[src/rtl/led_blink_pkg.sv]
package led_blink_pkg;
  typedef enum logic [2:0] {
    MODE_IDLE = 3'd0,
    MODE_VID  = 3'd1,
    MODE_MEM  = 3'd2,
    MODE_UPD  = 3'd3,
    MODE_THM  = 3'd4
  } mode_e;
endpackage

[src/rtl/led_tick_gen.sv]
module led_tick_gen #(
  parameter int unsigned DIV = 4
) (
  input  logic clk_i,
  input  logic rst_ni,
  input  logic restart_i,
  output logic tick_o
);
  localparam int unsigned CW = (DIV > 1) ? $clog2(DIV) : 1;
  localparam logic [CW-1:0] LAST = CW'(DIV - 1);

  logic [CW-1:0] cnt_q;

  assign tick_o = (cnt_q == LAST);

  always_ff @(posedge clk_i or negedge rst_ni) begin
    if (!rst_ni)        cnt_q <= '0;
    else if (restart_i) cnt_q <= '0;
    else if (tick_o)    cnt_q <= '0;
    else                cnt_q <= cnt_q + 1'b1;
  end


  cnt_range_chk: assert property (@(posedge clk_i) disable iff (!rst_ni) cnt_q <= LAST);

  cnt_align_chk: assert property (@(posedge clk_i) disable iff (!rst_ni) restart_i |=> cnt_q == '0);
endmodule

[src/rtl/led_req_arb.sv]
module led_req_arb
  import led_blink_pkg::*;
(
  input  logic  clk_i,
  input  logic  rst_ni,
  input  logic  upd_req_i,
  input  logic  vid_req_i,
  input  logic  mem_req_i,
  input  logic  thm_req_i,
  input  logic  thm_done_i,
  output mode_e sel_o
);
  logic vid_lat_q, mem_lat_q, thm_prev_q, thm_act_q;
  logic thm_rise, thm_eff, vid_seen, mem_seen;

  assign thm_rise = thm_req_i & ~thm_prev_q;
  // a rise while a burst runs is dropped
  assign thm_eff  = (thm_act_q & ~thm_done_i) | (thm_rise & ~thm_act_q);
  assign vid_seen = vid_lat_q | vid_req_i;
  assign mem_seen = mem_lat_q | mem_req_i;

  always_comb begin
    if (thm_eff)        sel_o = MODE_THM;
    else if (upd_req_i) sel_o = MODE_UPD;
    else if (mem_seen)  sel_o = MODE_MEM;
    else if (vid_seen)  sel_o = MODE_VID;
    else                sel_o = MODE_IDLE;
  end

  always_ff @(posedge clk_i or negedge rst_ni) begin
    if (!rst_ni) begin
      vid_lat_q  <= 1'b0;
      mem_lat_q  <= 1'b0;
      thm_prev_q <= 1'b0;
      thm_act_q  <= 1'b0;
    end else begin
      vid_lat_q  <= vid_seen;
      mem_lat_q  <= mem_seen;
      thm_prev_q <= thm_req_i;
      thm_act_q  <= thm_eff;
    end
  end


  mem_sticky_chk: assert property (@(posedge clk_i) disable iff (!rst_ni) mem_lat_q |=> mem_lat_q);

  vid_sticky_chk: assert property (@(posedge clk_i) disable iff (!rst_ni) vid_lat_q |=> vid_lat_q);

  thm_hold_chk: assert property (@(posedge clk_i) disable iff (!rst_ni)
    (thm_act_q && !thm_done_i) |=> thm_act_q);
endmodule

[src/rtl/led_pattern_seq.sv]
module led_pattern_seq
  import led_blink_pkg::*;
#(
  parameter int unsigned HALF_T = 2,
  parameter int unsigned ONE_T  = 4,
  parameter int unsigned GAP_T  = 10,
  parameter int unsigned VID_N  = 2,
  parameter int unsigned MEM_N  = 3,
  parameter int unsigned THM_N  = 16
) (
  input  logic  clk_i,
  input  logic  rst_ni,
  input  mode_e sel_i,
  input  logic  tick_i,
  input  logic  pwr_on_i,
  output logic  restart_o,
  output logic  thm_done_o,
  output logic  led_o,
  output logic  busy_o
);
  localparam int unsigned LEN_UPD = 2 * HALF_T;
  localparam int unsigned LEN_VID = 2 * ONE_T * VID_N + GAP_T;
  localparam int unsigned LEN_MEM = 2 * ONE_T * MEM_N + GAP_T;
  localparam int unsigned LEN_THM = 2 * THM_N;
  localparam int unsigned LEN_A   = (LEN_VID > LEN_MEM) ? LEN_VID : LEN_MEM;
  localparam int unsigned LEN_MAX = (LEN_A > LEN_THM) ? LEN_A : LEN_THM;
  localparam int unsigned SW      = $clog2(LEN_MAX + 1);

  mode_e         mode_q;
  logic [SW-1:0] step_q, step_d;

  function automatic logic [SW-1:0] last_step(mode_e m);
    case (m)
      MODE_UPD: return SW'(LEN_UPD - 1);
      MODE_VID: return SW'(LEN_VID - 1);
      MODE_MEM: return SW'(LEN_MEM - 1);
      MODE_THM: return SW'(LEN_THM - 1);
      default:  return '0;
    endcase
  endfunction

  function automatic logic lit(mode_e m, logic [SW-1:0] s);
    int unsigned p;
    p = 32'(s);
    case (m)
      MODE_UPD: return (p % (2 * HALF_T)) >= HALF_T;
      MODE_VID: return (p < 2 * ONE_T * VID_N) && ((p % (2 * ONE_T)) < ONE_T);
      MODE_MEM: return (p < 2 * ONE_T * MEM_N) && ((p % (2 * ONE_T)) < ONE_T);
      MODE_THM: return (p % 2) == 0;
      default:  return 1'b0;
    endcase
  endfunction

  assign restart_o  = (sel_i != mode_q);
  assign thm_done_o = (mode_q == MODE_THM) && tick_i && (step_q == last_step(MODE_THM));

  always_comb begin
    if (restart_o)                               step_d = '0;
    else if (tick_i && step_q == last_step(mode_q)) step_d = '0;
    else if (tick_i)                             step_d = step_q + 1'b1;
    else                                         step_d = step_q;
  end

  always_ff @(posedge clk_i or negedge rst_ni) begin
    if (!rst_ni) begin
      mode_q <= MODE_IDLE;
      step_q <= '0;
      led_o  <= 1'b0;
      busy_o <= 1'b0;
    end else begin
      mode_q <= sel_i;
      step_q <= step_d;
      led_o  <= (sel_i == MODE_IDLE) ? pwr_on_i : lit(sel_i, step_d);
      busy_o <= (sel_i != MODE_IDLE);
    end
  end


  step_align_chk: assert property (@(posedge clk_i) disable iff (!rst_ni) restart_o |=> step_q == '0);

  step_range_chk: assert property (@(posedge clk_i) disable iff (!rst_ni) step_q <= last_step(mode_q));

  thm_end_chk: assert property (@(posedge clk_i) disable iff (!rst_ni) thm_done_o |=> mode_q != MODE_THM);

  busy_mode_chk: assert property (@(posedge clk_i) disable iff (!rst_ni)
    $rose(busy_o) |-> $past(mode_q) == MODE_IDLE);
endmodule

[src/rtl/led_fault_blinker.sv]
module led_fault_blinker
  import led_blink_pkg::*;
#(
  parameter int unsigned CLK_HZ = 100_000_000,
  parameter int unsigned HALF_T = 2,
  parameter int unsigned ONE_T  = 4,
  parameter int unsigned GAP_T  = 10,
  parameter int unsigned VID_N  = 2,
  parameter int unsigned MEM_N  = 3,
  parameter int unsigned THM_N  = 16
) (
  input  logic clk_i,
  input  logic rst_ni,
  input  logic upd_req_i,
  input  logic vid_req_i,
  input  logic mem_req_i,
  input  logic thm_req_i,
  input  logic pwr_on_i,
  output logic led_o,
  output logic busy_o
);
  localparam int unsigned QTR_DIV = (CLK_HZ / 4 < 1) ? 1 : CLK_HZ / 4;

  mode_e sel;
  logic  tick, restart, thm_done;

  led_tick_gen #(.DIV(QTR_DIV)) u_tick (
    .clk_i     (clk_i),
    .rst_ni    (rst_ni),
    .restart_i (restart),
    .tick_o    (tick)
  );

  led_req_arb u_arb (
    .clk_i      (clk_i),
    .rst_ni     (rst_ni),
    .upd_req_i  (upd_req_i),
    .vid_req_i  (vid_req_i),
    .mem_req_i  (mem_req_i),
    .thm_req_i  (thm_req_i),
    .thm_done_i (thm_done),
    .sel_o      (sel)
  );

  led_pattern_seq #(
    .HALF_T (HALF_T),
    .ONE_T  (ONE_T),
    .GAP_T  (GAP_T),
    .VID_N  (VID_N),
    .MEM_N  (MEM_N),
    .THM_N  (THM_N)
  ) u_seq (
    .clk_i      (clk_i),
    .rst_ni     (rst_ni),
    .sel_i      (sel),
    .tick_i     (tick),
    .pwr_on_i   (pwr_on_i),
    .restart_o  (restart),
    .thm_done_o (thm_done),
    .led_o      (led_o),
    .busy_o     (busy_o)
  );


  idle_follow_chk: assert property (@(posedge clk_i) disable iff (!rst_ni)
    ($past(rst_ni) && !busy_o) |-> led_o == $past(pwr_on_i));

  upd_over_mem_chk: assert property (@(posedge clk_i) disable iff (!rst_ni)
    (upd_req_i && !thm_req_i && $past(rst_ni) && $past(upd_req_i) && $past(busy_o)) |-> busy_o);
endmodule

[config.mk]
export PLATFORM = sky130hd
export DESIGN_NAME = led_fault_blinker
export DESIGN_NICKNAME = d
export VERILOG_FILES = /design/src/rtl/led_blink_pkg.sv /design/src/rtl/led_tick_gen.sv /design/src/rtl/led_req_arb.sv /design/src/rtl/led_pattern_seq.sv /design/src/rtl/led_fault_blinker.sv
export SDC_FILE = /design/constraint.sdc
export NUM_CORES = 1
export LEC_CHECK = 0
export BUFFER_PORTS_ARGS = -buffer_cell sky130_fd_sc_hd__buf_2
export CORE_MARGIN = 5
export CORE_UTILIZATION = 34
export CTS_CLUSTER_DIAMETER = 200
export DETAILED_ROUTE_END_ITERATION = 8
export GPL_TIMING_DRIVEN = 0
export HOLD_SLACK_MARGIN = 0.05
export MAX_ROUTING_LAYER = met4
export PLACE_DENSITY = 0.55
export SYNTH_ARGS = -nofsm -noshare
export SYNTH_HDL_FRONTEND = slang
export SYNTH_SLANG_ARGS = --single-unit
[constraint.sdc]
create_clock -name clk_i -period 5.8 [get_ports clk_i]
set_input_delay 1.74 -clock clk_i [delete_from_list [all_inputs] [get_ports clk_i]]
set_output_delay 1.74 -clock clk_i [all_outputs]
set_load 0.02 [all_outputs]
==> key figures, run 1 <==
Clock tree
  – Cts repair resizes: 0
  – CTS max path bufs: 2
  – Later-pin clock latency in the skew report: 0.28 ns
  – CTS Buf Count: 5
  – CTS root buffer: clkbuf_8
  – CTS tree: yes
  – Clock transition at path regs: 0.07 ns
  – CTS H-tree depth: 2
  – Postcts setup bufs: 0
  – Hold buffers post-CTS: 0
  – Sink Count: 39

Die
  – Row count: 29
  – Area of the core: 6280 um2
  – Die height: 89.8 um
  – Die width: 89.8 um
  – Die Area: 8060 um2
  – Initial core utilization: 0.345
  – IO Pins: 9

Global route
  – Grt ovf: 0
  – Overall routing resource usage: 0.112
  – Vias in the first global route: 1,555
  – Pin count of the biggest net entering global routing: 40
  – Initial antenna violation count: 0
  – First-pass GRT wire length: 7310 um

Synthesis
  – Ys async rst share: 1.00
  – Dominant cells by area after synthesis: dfrtp_1 (45%), nor2_1 (7.5%), xnor2_1 (6.9%)
  – Top_reg_cell synth: dfrtp_1
  – Post-Synthesis Cells: 236
  – Top cell type's share of synthesized area: 0.451
  – Syn Area/Cell: 9.17 um2
  – YS warnings: 0
  – Largest area contributor in the netlist: dfrtp_1
  – Yosys reg bits: 39
  – Post-synth top cells: nor2_1 (43), dfrtp_1 (39), nand2_1 (21), xnor2_1 (17), xor2_1 (11)
  – Most instantiated library cell after synthesis: nor2_1
  – EDFF count, synth: 0
  – Syn Nets: 245
  – Post-synthesis sequential area ratio: 0.451
  – Synth unique cells: 51
  – Post-Syn Area: 2160 um2

Worst setup path
  – CP arrival: 3.95 ns
  – Worst reg2reg setup slack: 3.11 ns
  – Worst setup path class: input pin to flip-flop
  – Max FO, Critical Path: 6
  – CP endpoint kind: flip-flop
  – CP Launch Point: upd_req_i
  – Crit start category: input pin
  – Critical Path RT: 5.95 ns
  – Worst flop-to-flop path startpoint: u_seq.step_q[0]

Final layout
  – Final nets: 260
  – Syn-to-layout area delta: 9.83%
  – Share of cells above drive strength 1: 0.104
  – Fill cell count: 636
  – Diodes inserted: 0
  – Finished Cell Area: 2380 um2
  – Final Util: 0.379

Timing
  – Period utilization: 0.654
  – Layout Skew: 0.00410 ns
  – Fmax: 264 MHz
  – Max-slew headroom: 0.418
  – Fin Setup TNS: 0 ns
  – Worst-Margin Slew: 0.873 ns
  – Worst setup margin: 2.01 ns
  – Final setup viols: 0
  – Min Clock Period, post-route: 3.79 ns
  – Max-slew violations: 0
  – Number of hold violations in the final report: 0
  – Unrepaired setup endpoints after global routing: false

Placement
  – Hpwl dp: 3110 um
  – Final GP Congestion: 0.783
  – Placed cell areas: 2300 um2
  – Dpl ws: 1.73 ns
  – I/O Buffers: 8

Routing
  – Antenna-violating nets left: 0
  – Vias per inst: 5.00
  – Iteration-0 DRC Markers: 138
  – Vias: 1,636
  – DRC viols: 0
  – Routed WL per cell: 13.1 um
  – Total wire length: 4290 um
  – DR pass1 iterations: 6

Pwr
  – Sw power: 0.149 mW
  – Peak VDD IR: 0.0000997 V
  – P_leak: 1.02 nW
  – Comb power frac: 0.116
  – Clock power frac: 0.309
  – Internal: 0.409 mW
  – Sw Ratio: 0.267
  – Seq pwr share: 0.575
  – P per Cell Area: 235 nW/um2

Worst hold path
  – Worst min-delay path startpoint: u_tick.cnt_q[0]
  – Hold/Removal Path Class: flip-flop to flip-flop

Run
  – Max Cap Viol: 0

Outcome
  – Status: finished, final reports clean
## kinds of logic (layout without fill, tap and decap cells)
family / Yosys count / after routing / share of synthesized area
simple gates: 122 / 122 / 0.290
xor+xnor: 28 / 28 / 0.113
flops: 39 / 39 / 0.451
fa+ha+maj: 2 / 2 / 0.0116
compound gates: 29 / 29 / 0.0966
buf+inv: 15 / 29 / 0.0318
mux: 1 / 1 / 0.00520
## flip-flops by register name, summed over array words and instances (netlist names)
register and count:
u_seq.mode_q 2, u_seq.busy_o 1, u_tick.cnt_q 25, u_arb.thm_act_q 1, u_arb.mem_lat_q 1, u_seq.led_o 1, u_seq.step_q 6, u_arb.thm_prev_q 1
u_arb.vid_lat_q 1
## power by group through the flow
stage / Clock (mW) / Sequential, mW / Combinational, mW
2_1_floorplan: 0 / 0.321 / 0.0490
3_3_place_gp: 0 / 0.326 / 0.0640
3_5_place_dp: 0 / 0.327 / 0.0657
4_1_cts: 0.181 / 0.321 / 0.0667
5_1_grt: 0.191 / 0.326 / 0.0761
6_report: 0.173 / 0.321 / 0.0647
## per-layer routing
metal,GRT usage,share of wire,up-vias,routed length [um]
met3,0.0275,0.021,5,91
met4,0.0302,0.012,0,52
li1,-,-,836,-
met2,0.163,0.45,16,1910
met1,0.155,0.52,779,2230
met5,-,0,-,0
## cell usage in the layout, fill, tap and decap left out, drive strengths merged, types with 3 or more instances in the layout
| cell type | Yosys | final |
|---|---|---|
| buf | 3 | 11 |
| xnor2 | 17 | 17 |
| and2 | 3 | 3 |
| nand3 | 9 | 9 |
| clkbuf | 6 | 11 |
| nand2 | 21 | 21 |
| o211ai | 3 | 3 |
| nor2 | 43 | 43 |
| and3 | 10 | 10 |
| o21ai | 5 | 5 |
| inv | 6 | 6 |
| or2 | 3 | 3 |
| or3 | 4 | 4 |
| nand2b | 5 | 5 |
| nor3 | 4 | 4 |
| dfrtp | 39 | 39 |
| nand4 | 4 | 4 |
| xor2 | 11 | 11 |
| a21oi | 7 | 7 |
## stage by stage
step	instances	power [mW]	hold slack, ns
after floorplan	236	0.370	0.440
after global placement	321	0.390	0.473
after detailed placement	321	0.392	0.483
after CTS	327	0.569	0.495
after global routing	327	0.593	0.515
final	327	0.559	0.489
## critical path, stage by stage
cell       delay (ns)
buf_2            0.13
or3_1            0.42
o31ai_1          0.21
a221oi_1         0.12
o31ai_2          0.39
o21ai_0          0.35
a2111oi_0        0.45
a21oi_1          0.13
## cell type report
type | instances | area, um2 | area share
Sequential cell | 39 | 976 | 0.411
Clock buffer | 5 | 68.8 | 0.0290
Clock inverter | 1 | 7.51 | 0.00316
Multi-Input combinational cell | 182 | 1120 | 0.471
Timing Repair Buffer | 8 | 40.0 | 0.0169
Tap cell | 77 | 96.3 | 0.0405
Inverter | 6 | 22.5 | 0.00948
Buffer | 9 | 46.3 | 0.0195
## final timing paths
check,end,cells past startpoint
min reg2reg,u_tick.cnt_q[0],1
min,u_tick.cnt_q[0],1
max reg2reg,u_seq.led_o,7
max,u_seq.led_o,8
max in group asynchronous,u_tick.cnt_q[16],1
min in group asynchronous,u_arb.thm_act_q,1
No activity file was read; power rests on OpenSTA's default activity.
==> inputs of run 2 (changes only) <==
PLACE_DENSITY = 0.57   (was 0.55)
clock period = 3.45 ns   (was 5.8 ns; I/O delays follow)
==> run 2 against run 1 <==
Effect of this change:
- sequential share of layout area shrank 0.62 points
- first-iteration DRC count down 37%
- non-clock buffer count is the same
- clock power increased by 120%
- design area increased by 1.5%
- count of clock-buffer cells in the layout stayed put
- combinational power increased by 65%
- utilization increased by 0.58 points
- critical endpoint unchanged
- largest cell class unchanged
- highest routed layer unchanged
==> key figures, run 2 (same netlist as run 1, synthesis figures left out) <==
Outcome
  – Status: finished, final reports clean

Clock tree
  – Cts repair resizes: 0
  – Sink Count: 39
  – CTS root buffer: clkbuf_8
  – Postcts setup bufs: 0
  – Clock transition at path regs: 0.08 ns
  – CTS tree: yes
  – CTS max path bufs: 2
  – CTS Buf Count: 5
  – CTS H-tree depth: 2
  – Later-pin clock latency in the skew report: 0.29 ns
  – Hold buffers post-CTS: 0

Routing
  – Routed WL per cell: 13.0 um
  – Vias per inst: 4.98
  – Antenna-violating nets left: 0
  – Vias: 1,640
  – DRC viols: 0
  – Iteration-0 DRC Markers: 87
  – DR pass1 iterations: 4
  – Total wire length: 4280 um

Timing
  – Min Clock Period, post-route: 3.05 ns
  – Max-slew violations: 0
  – Max-slew headroom: 0.425
  – Period utilization: 0.884
  – Worst-Margin Slew: 0.863 ns
  – Fmax: 328 MHz
  – Final setup viols: 0
  – Number of hold violations in the final report: 0
  – Layout Skew: 0.0110 ns
  – Unrepaired setup endpoints after global routing: false
  – Fin Setup TNS: 0 ns
  – Hold_ws: 0.491 ns

Die
  – Initial core utilization: 0.345
  – Die Area: 8060 um2
  – Area of the core: 6280 um2
  – Die width: 89.8 um
  – Die height: 89.8 um
  – IO Pins: 9
  – Row count: 29

Placement
  – I/O Buffers: 8
  – Hpwl dp: 3020 um
  – Placed cell areas: 2300 um2
  – Final GP Congestion: 0.797

Final layout
  – Finished Cell Area: 2410 um2
  – Most flop-heavy register: u_tick.cnt_q
  – Final nets: 260
  – Commonest non-fill, non-tap cell in the layout: nor2_1
  – Top flop regs: u_tick.cnt_q x25, u_seq.step_q x6, u_seq.mode_q x2
  – Diodes inserted: 0
  – Max FFs per register: 25
  – Highest-count cells in the layout ignoring fill and taps: nor2_1 (43), dfrtp_1 (39), nand2_1 (21), xnor2_1 (17), xor2_1 (11)
  – Syn-to-layout area delta: 11.5%
  – Final Util: 0.384
  – Share of cells above drive strength 1: 0.111

Worst hold path
  – Hold/Removal Path Class: flip-flop to flip-flop
  – Worst min-delay path startpoint: u_tick.cnt_q[0]

Worst setup path
  – Worst setup path class: input pin to flip-flop
  – CP Launch Point: upd_req_i
  – CP arrival: 3.22 ns
  – Critical Path RT: 3.62 ns
  – Worst flop-to-flop path startpoint: u_tick.cnt_q[0]
  – Crit path max-delay cell type: or3_1
  – Crit-path max cell delay: 0.42 ns
  – CP endpoint kind: flip-flop
  – Worst path cell trace: buf_2, or3_1, o31ai_1, a221oi_1, o31ai_2, o21ai_0, a2111oi_0, a21oi_1
  – Max FO, Critical Path: 6
  – Crit start category: input pin

Global route
  – Vias in the first global route: 1,587
  – Initial antenna violation count: 0
  – Pin count of the biggest net entering global routing: 40
  – Grt ovf: 0
  – First-pass GRT wire length: 7520 um
  – Overall routing resource usage: 0.115

Pwr
  – P_leak: 1.04 nW
  – P per Cell Area: 429 nW/um2
  – Peak VDD IR: 0.000305 V

Run
  – Max Cap Viol: 0
[run 2: cell types whose count changed in the layout (fill, tap and decap cells not counted)]
cell,previous run,this run
bufinv_16,0,1
clkinv_2,0,1
clkinv_4,0,1
clkinvlp_4,1,0
[run 2: layer usage]
metal	up-vias	routed length (um)	global-route usage
li1	838	-	-
met3	6	124	0.0292
met2	23	1930	0.165
met5	-	0	-
met4	0	65	0.0453
met1	773	2150	0.156
[run 2: report_power, final]
group,switching [mW],internal [mW],leakage (nW)
combinational,0.0521,0.0548,0.477
sequential,0.0439,0.499,0.504
clock,0.169,0.215,0.0581
[run 2: cell type report]
cell class	count	area (um2)
Multi-Input combinational cell	182	1120
Clock inverter	3	43.8
Buffer	9	46.3
Fill cell	632	3860
Clock buffer	5	68.8
Inverter	6	22.5
Sequential cell	39	976
Timing Repair Buffer	8	40.0
Tap cell	77	96.3
[run 2: path summary, 6_finish.rpt]
| path | to | cells after the start | slack [ns] |
|---|---|---|---|
| hold reg to reg | u_tick.cnt_q[0] | 1 | 0.49 |
| setup / recovery | u_seq.led_o | 8 | 0.40 |
| min in group asynchronous | u_tick.cnt_q[11] | 1 | 0.84 |
| hold / removal | u_tick.cnt_q[0] | 1 | 0.49 |
| setup reg to reg | u_seq.led_o | 8 | 0.85 |
| max in group asynchronous | u_seq.step_q[0] | 1 | 2.06 |
[run 2: metrics by stage]
stage / total power, mW / cells / worst slack [ns]
finish: 1.03 / 329 / 0.399
global route: 1.09 / 329 / 0.0741
CTS: 1.05 / 329 / 0.401
detailed placement: 0.661 / 321 / 0.0988
global placement: 0.656 / 321 / 0.0718
floorplan: 0.622 / 236 / 0.596
[run 2: worst max-delay path: cells and delay by family]
| family | cells | cell delay, ns |
|---|---|---|
| AO/OA/AOI/OAI | 6 | 1.64 |
| AND/OR/NAND/NOR | 1 | 0.42 |
| buffers and inverters | 1 | 0.13 |
